$ cat src/rtl/bincnt_pkg.sv
package bincnt_pkg;
   // Operating mode of one stage, listed from lowest to highest priority
   typedef enum logic [1:0] {
      MODE_HOLD  = 2'd0,
      MODE_COUNT = 2'd1,
      MODE_LOAD  = 2'd2,
      MODE_CLEAR = 2'd3
   } cnt_mode_e;

   localparam int unsigned DEF_STAGE_W = 4;
   localparam int unsigned DEF_STAGES  = 2;
endpackage

$ cat src/rtl/bincnt_mode_sel.sv
module bincnt_mode_sel
   import bincnt_pkg::*;
(
   input  logic      clear_n,
   input  logic      load_n,
   input  logic      run_en,
   input  logic      carry_en,
   output cnt_mode_e mode
);
   // Fixed priority: clear, then load, then count, then hold
   always_comb begin
      if (!clear_n)                mode = MODE_CLEAR;
      else if (!load_n)            mode = MODE_LOAD;
      else if (run_en && carry_en) mode = MODE_COUNT;
      else                         mode = MODE_HOLD;
   end
endmodule

$ cat src/rtl/bincnt_stage.sv
module bincnt_stage
   import bincnt_pkg::*;
#(
   parameter int unsigned STAGE_W   = DEF_STAGE_W,
   parameter bit          ASYNC_CLR = 1'b0
) (
   input  logic               clk,
   input  logic               clear_n,
   input  logic               load_n,
   input  logic [STAGE_W-1:0] load_val,
   input  logic               run_en,
   input  logic               carry_en,
   output logic [STAGE_W-1:0] q,
   output logic               full
);
   localparam logic [STAGE_W-1:0] ALL_ONES = {STAGE_W{1'b1}};
   localparam logic [STAGE_W-1:0] STEP     = STAGE_W'(1);

   if (STAGE_W < 1) begin : g_bad_w
      $error("bincnt_stage: STAGE_W must be at least 1");
   end

   cnt_mode_e          mode;
   logic [STAGE_W-1:0] q_nxt;

   bincnt_mode_sel u_sel (
      .clear_n  (clear_n),
      .load_n   (load_n),
      .run_en   (run_en),
      .carry_en (carry_en),
      .mode     (mode)
   );

   always_comb begin
      unique case (mode)
         MODE_CLEAR: q_nxt = '0;
         MODE_LOAD:  q_nxt = load_val;
         MODE_COUNT: q_nxt = q + STEP;
         default:    q_nxt = q;
      endcase
   end

   if (ASYNC_CLR) begin : g_async_clr
      always_ff @(posedge clk or negedge clear_n) begin
         if (!clear_n) q <= '0;
         else          q <= q_nxt;
      end
   end else begin : g_sync_clr
      always_ff @(posedge clk) begin
         q <= q_nxt;
      end
   end

   // Only the carry enable gates the flag
   assign full = (q == ALL_ONES) && carry_en;
endmodule

$ cat src/rtl/bincnt_chain.sv
module bincnt_chain
   import bincnt_pkg::*;
#(
   parameter int unsigned STAGES    = DEF_STAGES,
   parameter int unsigned STAGE_W   = DEF_STAGE_W,
   parameter bit          ASYNC_CLR = 1'b0,
   localparam int unsigned TOT_W    = STAGES * STAGE_W
) (
   input  logic             clk,
   input  logic             clear_n,
   input  logic             load_n,
   input  logic [TOT_W-1:0] load_val,
   input  logic             run_en,
   input  logic             carry_en,
   output logic [TOT_W-1:0] count,
   output logic             full_out
);
   if (STAGES < 1) begin : g_bad_stages
      $error("bincnt_chain: STAGES must be at least 1");
   end

   // link[i] is the carry enable of stage i; link[STAGES] is the top flag
   logic [STAGES:0] link;
   assign link[0] = carry_en;

   for (genvar i = 0; i < STAGES; i++) begin : g_stage
      bincnt_stage #(
         .STAGE_W   (STAGE_W),
         .ASYNC_CLR (ASYNC_CLR)
      ) u_stage (
         .clk      (clk),
         .clear_n  (clear_n),
         .load_n   (load_n),
         .load_val (load_val[i*STAGE_W +: STAGE_W]),
         .run_en   (run_en),
         .carry_en (link[i]),
         .q        (count[i*STAGE_W +: STAGE_W]),
         .full     (link[i+1])
      );
   end

   assign full_out = link[STAGES];
endmodule

$ cat config.mk
export PLATFORM = sky130hd
export DESIGN_NAME = bincnt_chain
export DESIGN_NICKNAME = d
export VERILOG_FILES = /design/src/rtl/bincnt_pkg.sv /design/src/rtl/bincnt_mode_sel.sv /design/src/rtl/bincnt_stage.sv /design/src/rtl/bincnt_chain.sv
export SDC_FILE = /design/constraint.sdc
export NUM_CORES = 1
export LEC_CHECK = 0
export BUFFER_PORTS_ARGS = -buffer_cell sky130_fd_sc_hd__buf_2
export CORE_AREA = 4 4 41 43
export CTS_CLUSTER_DIAMETER = 40
export DETAILED_ROUTE_END_ITERATION = 16
export DIE_AREA = 0 0 45 47
export PLACE_DENSITY = 0.71
export SYNTH_ARGS = -nofsm -noshare
export SYNTH_HDL_FRONTEND = slang
export SYNTH_SLANG_ARGS = --single-unit
$ cat constraint.sdc
create_clock -name clk -period 2.2 [get_ports clk]
set_input_delay 0.11 -clock clk [delete_from_list [all_inputs] [get_ports clk]]
set_output_delay 0.11 -clock clk [all_outputs]
set_load 0.01 [all_outputs]
==> flow_summary_export.csv, run 1 <==
group,metric,value,unit
cts,cts_tree,"done",
global_route,grt_pass1_vias,401,
cts,clk_path_buf_depth,2,
sta,setup_viol,0,
synthesis,syn-num-nets,55,
die,start_util,35.2,%
final_layout,final-seq-area,240,um2
synthesis,post-synth-top-area-cell,"edfxtp_1",
synthesis,syn_area,458,um2
die,core_area,0.00130,mm2
critical_path,r2r_slack,690,ps
worst_hold_path,holdPathEnd,"g_stage[0].u_stage.q[2]$_DFFE_PP_",
cts,h-tree-depth,1,
power_and_ir_drop,switching_share,24.2,%
sta,rsz0062_at_grt,"no",
drt,drc_errors,0,
drt,wire_per_inst,12.8,um
cts,cts_root_buf,"clkbuf_4",
drt,drt_first_pass_iters,4,
power_and_ir_drop,p_comb_share,15.3,%
place,hpwl,837,um
synthesis,synth-xor-area-share,7.65,%
drt,drt_wl_total,1000,um
critical_path,r2r_cells,3,
critical_path,crit_required,2100,ps
final_layout,drive_gt1_share,46.0,%
final_layout,regMostFlops,"g_stage.u_stage.q",
cts,cts.sinks,8,
sta,max_freq,0.662,GHz
power_and_ir_drop,peakVddDrop,0.321,mV
power_and_ir_drop,p_sw,86.5,uW
critical_path,start_kind,"register",
synthesis,yosys_warnings,0,
global_route,grt_use_total,10.9,%
worst_hold_path,holdPathStages,3,
place,place_area,571,um2
synthesis,synth_cell_types,17,
worst_hold_path,min_from,"load_val[2]",
final_layout,diodes,0,
sta,skew,9.62,ps
critical_path,crit_path_max_fanout,4,
synthesis,synth_common_cells,"edfxtp_1 (8), nand2_1 (6), nand3_1 (4), o21ai_0 (4), a22o_2 (3)",
synthesis,synthArstFlopShare,0,%
sta,relSlewSlack,63.0,%
cts,post_cts_buffers,0,
synthesis,synth_edf_count,8,
worst_hold_path,min-delay-path-class,"in -> reg",
power_and_ir_drop,powerDensity,602,mW/mm2
synthesis,synth_area_leaders,"edfxtp_1 (52%), a22o_2 (6.6%), ha_1 (5.5%)",
run,max_cap_viol_count,0,
drt,drtAntennaViolNets,0,
place,port_buffers,21,
power_and_ir_drop,power_leakage,0.269,nW
synthesis,synth_top_family_by_area,"simple AND/OR/NAND/NOR gates",
global_route,antenna_found_initial,0,
synthesis,ys_dominant_reg_cell,"edfxtp_1",
final_layout,reg_top3,"g_stage.u_stage.q: 8 flops",
synthesis,synth_fa_ha_area_share,5.46,%
critical_path,crit_type,"reg -> reg",
cts,post_cts_resized,0,
synthesis,synth-seq-area-share,52.5,%
sta,tightest_slew,554,ps
final_layout,n_fill_cell,138,
critical_path,end_kind,"register",
sta,finalHoldViolations,0,
synthesis,syn_area_per_cell,11.4,um2
final_layout,syn2layout_area_growth,29.5,%
power_and_ir_drop,p_int,270,uW
place,gp_congestion,0.765,
global_route,grt_overflow,0,
synthesis,synth-seq-cells,8,
drt,wl_met1,447,um
drt,drt_iter0_markers,10,
sta,fin_crit,1510,ps
cts,cts_hold_buf,0,
place,place_inst,75,
final_layout,fin_cells,78,
sta,report.final.slew_viol_count,0,
sta,fin_crit_sh,68.7,%
die,fp.dieArea,0.00212,mm2
cts,clk_pin_slew,60,ps
cts,numCtsBuffers,3,
final_layout,fin_area,593,um2
synthesis,postSynthCellCount,40,
die,die-height,47,um
final_layout,largest_reg_flops,8,
drt,wl_met2,447,um
drt,highest_layer,"met4",
synthesis,synth_top_area_share,52.5,%
drt,route.met3.wl,98,um
sta,tns,0,ps
global_route,grt_pass1_wl,1610,um
synthesis,synth_most_common_cell,"edfxtp_1",
synthesis,synth-simple-area-share,16.9,%
global_route,grt_max_degree,9,
die,rows,13,
final_layout,multi_input_area,203,um2
critical_path,r2r_start,"g_stage[0].u_stage.q[0]$_DFFE_PP_",
power_and_ir_drop,p_seq_share,54.2,%
die,io_pins,22,
synthesis,synth-compound-area-share,14.2,%
final_layout,fin_nets,80,
critical_path,reg2reg_to,"g_stage[1].u_stage.q[1]$_DFFE_PP_",
drt,num_vias,399,
power_and_ir_drop,power_frac_clock,30.5,%
synthesis,synth.area.mux_share,0,%
cts,clkLatencyLatePin,250,ps
drt,post_drt_via_cell_ratio,5.12,
status,run_status,"complete, no violations",
die,die_w,45,um
critical_path,critPathArrivalTime,1410,ps
[worst max-delay path: stages (launching register included)]
cell	delay (ps)
edfxtp_1	380
ha_1	200
nand3_1	170
o211ai_1	410
[cells by family (layout without fill, tap and decap cells)]
| family | Yosys count | after routing |
|---|---|---|
| buf+inv | 2 | 25 |
| simple gates | 15 | 15 |
| compound gates | 9 | 9 |
| flops | 8 | 8 |
| fa+ha+maj | 2 | 2 |
| xor+xnor | 4 | 4 |
[through the flow]
stage / power [mW] / utilization (%) / setup WS, ps / hold slack, ps
detailed placement: 0.252 / 43.8 / 708 / 383
floorplan: 0.223 / - / 762 / 295
global route: 0.380 / 45.6 / 599 / 121
global placement: 0.251 / 43.8 / 778 / 384
finish: 0.357 / 45.6 / 689 / 126
CTS: 0.358 / 45.6 / 689 / 124
[cell type report]
class,count,area share [%]
inverter,1,0.633
multi-input combinational,30,34.2
tap,15,3.16
sequential,8,40.5
clock buffer,3,3.80
timing repair buffer,21,17.7
[power groups by stage]
stage	Sequential, mW	Combinational [mW]	Clock, mW
floorplan	0.200	0.0236	0
global placement	0.196	0.0551	0
detailed placement	0.196	0.0552	0
CTS	0.193	0.0555	0.109
global route	0.195	0.0609	0.124
finish	0.193	0.0547	0.109
[worst max path at each step]
stage	startpoint	endpoint	cells after the start
after global placement	g_stage[0].u_stage.q[0]$_DFFE_PP_	g_stage[1].u_stage.q[3]$_DFFE_PP_	3
after global routing	g_stage[0].u_stage.q[1]$_DFFE_PP_	g_stage[1].u_stage.q[1]$_DFFE_PP_	3
after CTS	g_stage[0].u_stage.q[0]$_DFFE_PP_	g_stage[1].u_stage.q[1]$_DFFE_PP_	3
after floorplan	g_stage[0].u_stage.q[0]$_DFFE_PP_	g_stage[1].u_stage.q[0]$_DFFE_PP_	3
final	g_stage[0].u_stage.q[0]$_DFFE_PP_	g_stage[1].u_stage.q[1]$_DFFE_PP_	3
after detailed placement	g_stage[0].u_stage.q[0]$_DFFE_PP_	g_stage[1].u_stage.q[3]$_DFFE_PP_	3
[placed cells by master, fill, tap and decap left out, drive strengths merged]
cell,count
nor2,2
nand4,2
xor2,2
o31ai,1
ha,2
nand3,4
o211ai,1
xnor2,2
buf,21
edfxtp,8
nand2,6
o21ai,4
nor2b,1
inv,1
clkbuf,3
a22o,3
[metal layers]
layer | vias to the layer above | GRT usage (%)
met5 | - | 0
met4 | 0 | 7.02
met3 | 2 | 3.07
met2 | 22 | 16.7
met1 | 175 | 13.4
li1 | 200 | -
No activity file was read; power rests on OpenSTA's default activity.
==> run 2, diff against run 1 <==
--- a/config.mk
+++ b/config.mk
@@ -5,12 +5,13 @@
 export SDC_FILE = /design/constraint.sdc
 export NUM_CORES = 1
 export LEC_CHECK = 0
+export ABC_AREA = 1
 export BUFFER_PORTS_ARGS = -buffer_cell sky130_fd_sc_hd__buf_2
 export CORE_AREA = 4 4 41 43
 export CTS_CLUSTER_DIAMETER = 40
 export DETAILED_ROUTE_END_ITERATION = 16
 export DIE_AREA = 0 0 45 47
-export PLACE_DENSITY = 0.71
+export PLACE_DENSITY = 0.74
 export SYNTH_ARGS = -nofsm -noshare
 export SYNTH_HDL_FRONTEND = slang
 export SYNTH_SLANG_ARGS = --single-unit
==> constraint.sdc (replaced) <==
create_clock -name clk -period 1.4 [get_ports clk]
set_input_delay 0.07 -clock clk [delete_from_list [all_inputs] [get_ports clk]]
set_output_delay 0.07 -clock clk [all_outputs]
set_load 0.01 [all_outputs]
==> run 2 against run 1 <==
Effect of this change: final area increased by 11%; setup slack lost 620 ps; flip-flop and latch count is the same; non-clock buffer count up 2; cell count grew 28%; sequential power rose by 59%; largest cell class unchanged.
==> flow_summary_export.csv, run 2 <==
group,metric,value,unit
critical_path,start_kind,"register",
cts,cts_tree,"done",
drt,num_vias,499,
final_layout,syn2layout_area_growth,33.7,%
sta,relSlewSlack,82.1,%
power_and_ir_drop,p_sw,159,uW
final_layout,layout_common_cells,"nand2_1 (25), buf_2 (21), edfxtp_1 (8), inv_1 (6), nand3_1 (6)",
critical_path,crit_type,"reg -> reg",
synthesis,synth_most_common_cell,"nand2_1",
synthesis,synth-seq-area-share,48.6,%
critical_path,worstSetupStartpoint,"g_stage[0].u_stage.q[0]$_DFFE_PP_",
status,run_status,"complete, no violations",
synthesis,syn_area,494,um2
critical_path,critPathArrivalTime,1290,ps
synthesis,synthArstFlopShare,0,%
critical_path,crit_path_max_fanout,4,
final_layout,reg_top3,"g_stage.u_stage.q: 8 flops",
synthesis,synth_edf_count,8,
synthesis,yosys_warnings,0,
sta,finalHoldViolations,0,
global_route,grt_use_total,13.3,%
sta,fin_crit,1330,ps
die,die-height,47,um
power_and_ir_drop,switching_share,26.8,%
synthesis,postSynthCellCount,59,
synthesis,synth_top_area_share,48.6,%
synthesis,synth_cell_types,13,
place,dpl_worst_slack,55.2,ps
cts,cts_root_buf,"clkbuf_4",
synthesis,ys_dominant_reg_cell,"edfxtp_1",
worst_hold_path,min_from,"load_val[5]",
final_layout,regMostFlops,"g_stage.u_stage.q",
global_route,grt_pass1_wl,1860,um
sta,fin_crit_sh,95.1,%
drt,wire_per_inst,11.8,um
synthesis,syn-num-nets,74,
sta,setup_viol,0,
synthesis,synth_common_cells,"nand2_1 (25), edfxtp_1 (8), nand3_1 (7)",
synthesis,synth_area_leaders,"edfxtp_1 (49%), nand2_1 (19%), nand3_1 (7.1%)",
drt,post_drt_via_cell_ratio,4.99,
drt,drc_errors,0,
die,start_util,38.0,%
power_and_ir_drop,p_comb_share,18.3,%
synthesis,post-synth-top-area-cell,"edfxtp_1",
sta,report.final.slew_viol_count,0,
cts,clkLatencyLatePin,260,ps
place,port_buffers,21,
critical_path,crit_required,1360,ps
power_and_ir_drop,powerDensity,896,mW/mm2
sta,max_freq,0.751,GHz
power_and_ir_drop,p_seq_share,51.7,%
drt,drtAntennaViolNets,0,
final_layout,fin_nets,102,
global_route,grt_pass1_vias,455,
final_layout,postLayoutCoreUtil,50.8,%
drt,drt_wl_total,1180,um
power_and_ir_drop,p_int,433,uW
place,gp_congestion,0.759,
drt,drt_iter0_markers,13,
critical_path,end_kind,"register",
place,place_area,633,um2
final_layout,fin_area,661,um2
critical_path,r2r_start,"g_stage[0].u_stage.q[0]$_DFFE_PP_",
cts,clk_pin_slew,50,ps
place,hpwl,925,um
cts,numCtsBuffers,3,
cts,h-tree-depth,1,
power_and_ir_drop,peakVddDrop,0.511,mV
sta,tightest_slew,268,ps
global_route,antenna_found_initial,0,
cts,cts.sinks,8,
sta,fin_ws,68.7,ps
global_route,grt_max_degree,9,
synthesis,synth-seq-cells,8,
die,core_area,0.00130,mm2
cts,clk_path_buf_depth,2,
die,io_pins,22,
sta,skew,3.51,ps
final_layout,largest_reg_flops,8,
final_layout,drive_gt1_share,34.1,%
drt,drt_first_pass_iters,4,
power_and_ir_drop,power_leakage,0.345,nW
final_layout,diodes,0,
cts,cts_hold_buf,0,
synthesis,syn_area_per_cell,8.38,um2
worst_hold_path,min-delay-path-class,"in -> reg",
final_layout,layout_commonest_cell,"nand2_1",
global_route,grt_overflow,0,
run,max_cap_viol_count,0,
die,rows,13,
die,fp.dieArea,0.00212,mm2
power_and_ir_drop,power_frac_clock,30.0,%
die,die_w,45,um
-- run 2: changes by cell type after synthesis, sizes merged, moves of 2 or more --
| cell | previous run | this run |
|---|---|---|
| a22o | 3 | 0 |
| nand2 | 6 | 25 |
| nand4 | 2 | 4 |
| inv | 1 | 6 |
| nand3 | 4 | 7 |
| o21ai | 4 | 2 |
-- run 2: kinds of logic after synthesis --
kind of cell / share of synthesized area, %
adder cells (fa/ha/maj): 5.06
XOR/XNOR: 3.54
AO/OA/AOI/OAI: 2.02
buffers and inverters: 4.56
AND/OR/NAND/NOR: 36.2
flip-flops: 48.6
-- run 2: metal layers --
layer | track usage (%) | vias up | routed length (um) | part of all wire [%]
li1 | - | 254 | - | -
met1 | 12.8 | 220 | 413 | 35
met2 | 23.7 | 21 | 613 | 52
met3 | 2.68 | 4 | 111 | 9.4
met4 | 12.3 | 0 | 40 | 3.4
met5 | 0 | - | 0 | 0
-- run 2: area by class of cell --
cell class,instances,area [um2]
inverter,6,22.5
clock buffer,3,22.5
fill,139,641
sequential,8,240
tap,15,18.8
multi-input combinational,45,236
timing repair buffer,23,120
-- run 2: per-stage QoR --
stage	power, mW	setup TNS [ps]	cells	hold WS [ps]
5_1_grt	0.622	-88.6	100	96.5
2_1_floorplan	0.358	0	59	256
3_3_place_gp	0.414	0	97	344
6_report	0.592	0	100	84.0
4_1_cts	0.595	0	100	78.4
3_5_place_dp	0.418	0	97	343
-- run 2: timing repair --
item / 4_1_cts / 5_1_grt
setup endpoints to repair: 0 / 5
setup buffers: 0 / 0
gates resized for setup: 0 / 1
hold endpoints to repair: 0 / 0
-- run 2: worst paths after layout --
path,endpoint,slack [ps],depth (start not counted)
setup / recovery,g_stage[1].u_stage.q[0]$_DFFE_PP_,70,5
hold / removal,g_stage[1].u_stage.q[1]$_DFFE_PP_,80,3
setup reg to reg,g_stage[1].u_stage.q[0]$_DFFE_PP_,70,5
hold reg to reg,g_stage[0].u_stage.q[1]$_DFFE_PP_,670,3
-- run 2: critical path: stages (launching register included) --
cell      delay (ps)
edfxtp_1         360
ha_1             220
nand3_2          140
nand3_1          100
nand2_1           60
inv_1            150
-- run 2: power by group through the flow --
stage          Clock [mW]  Combinational (mW)  Sequential, mW
6_report            0.178               0.108           0.306
5_1_grt             0.190               0.122           0.310
4_1_cts             0.181               0.109           0.306
3_5_place_dp            0               0.108           0.310
3_3_place_gp            0               0.105           0.309
2_1_floorplan           0              0.0389           0.319
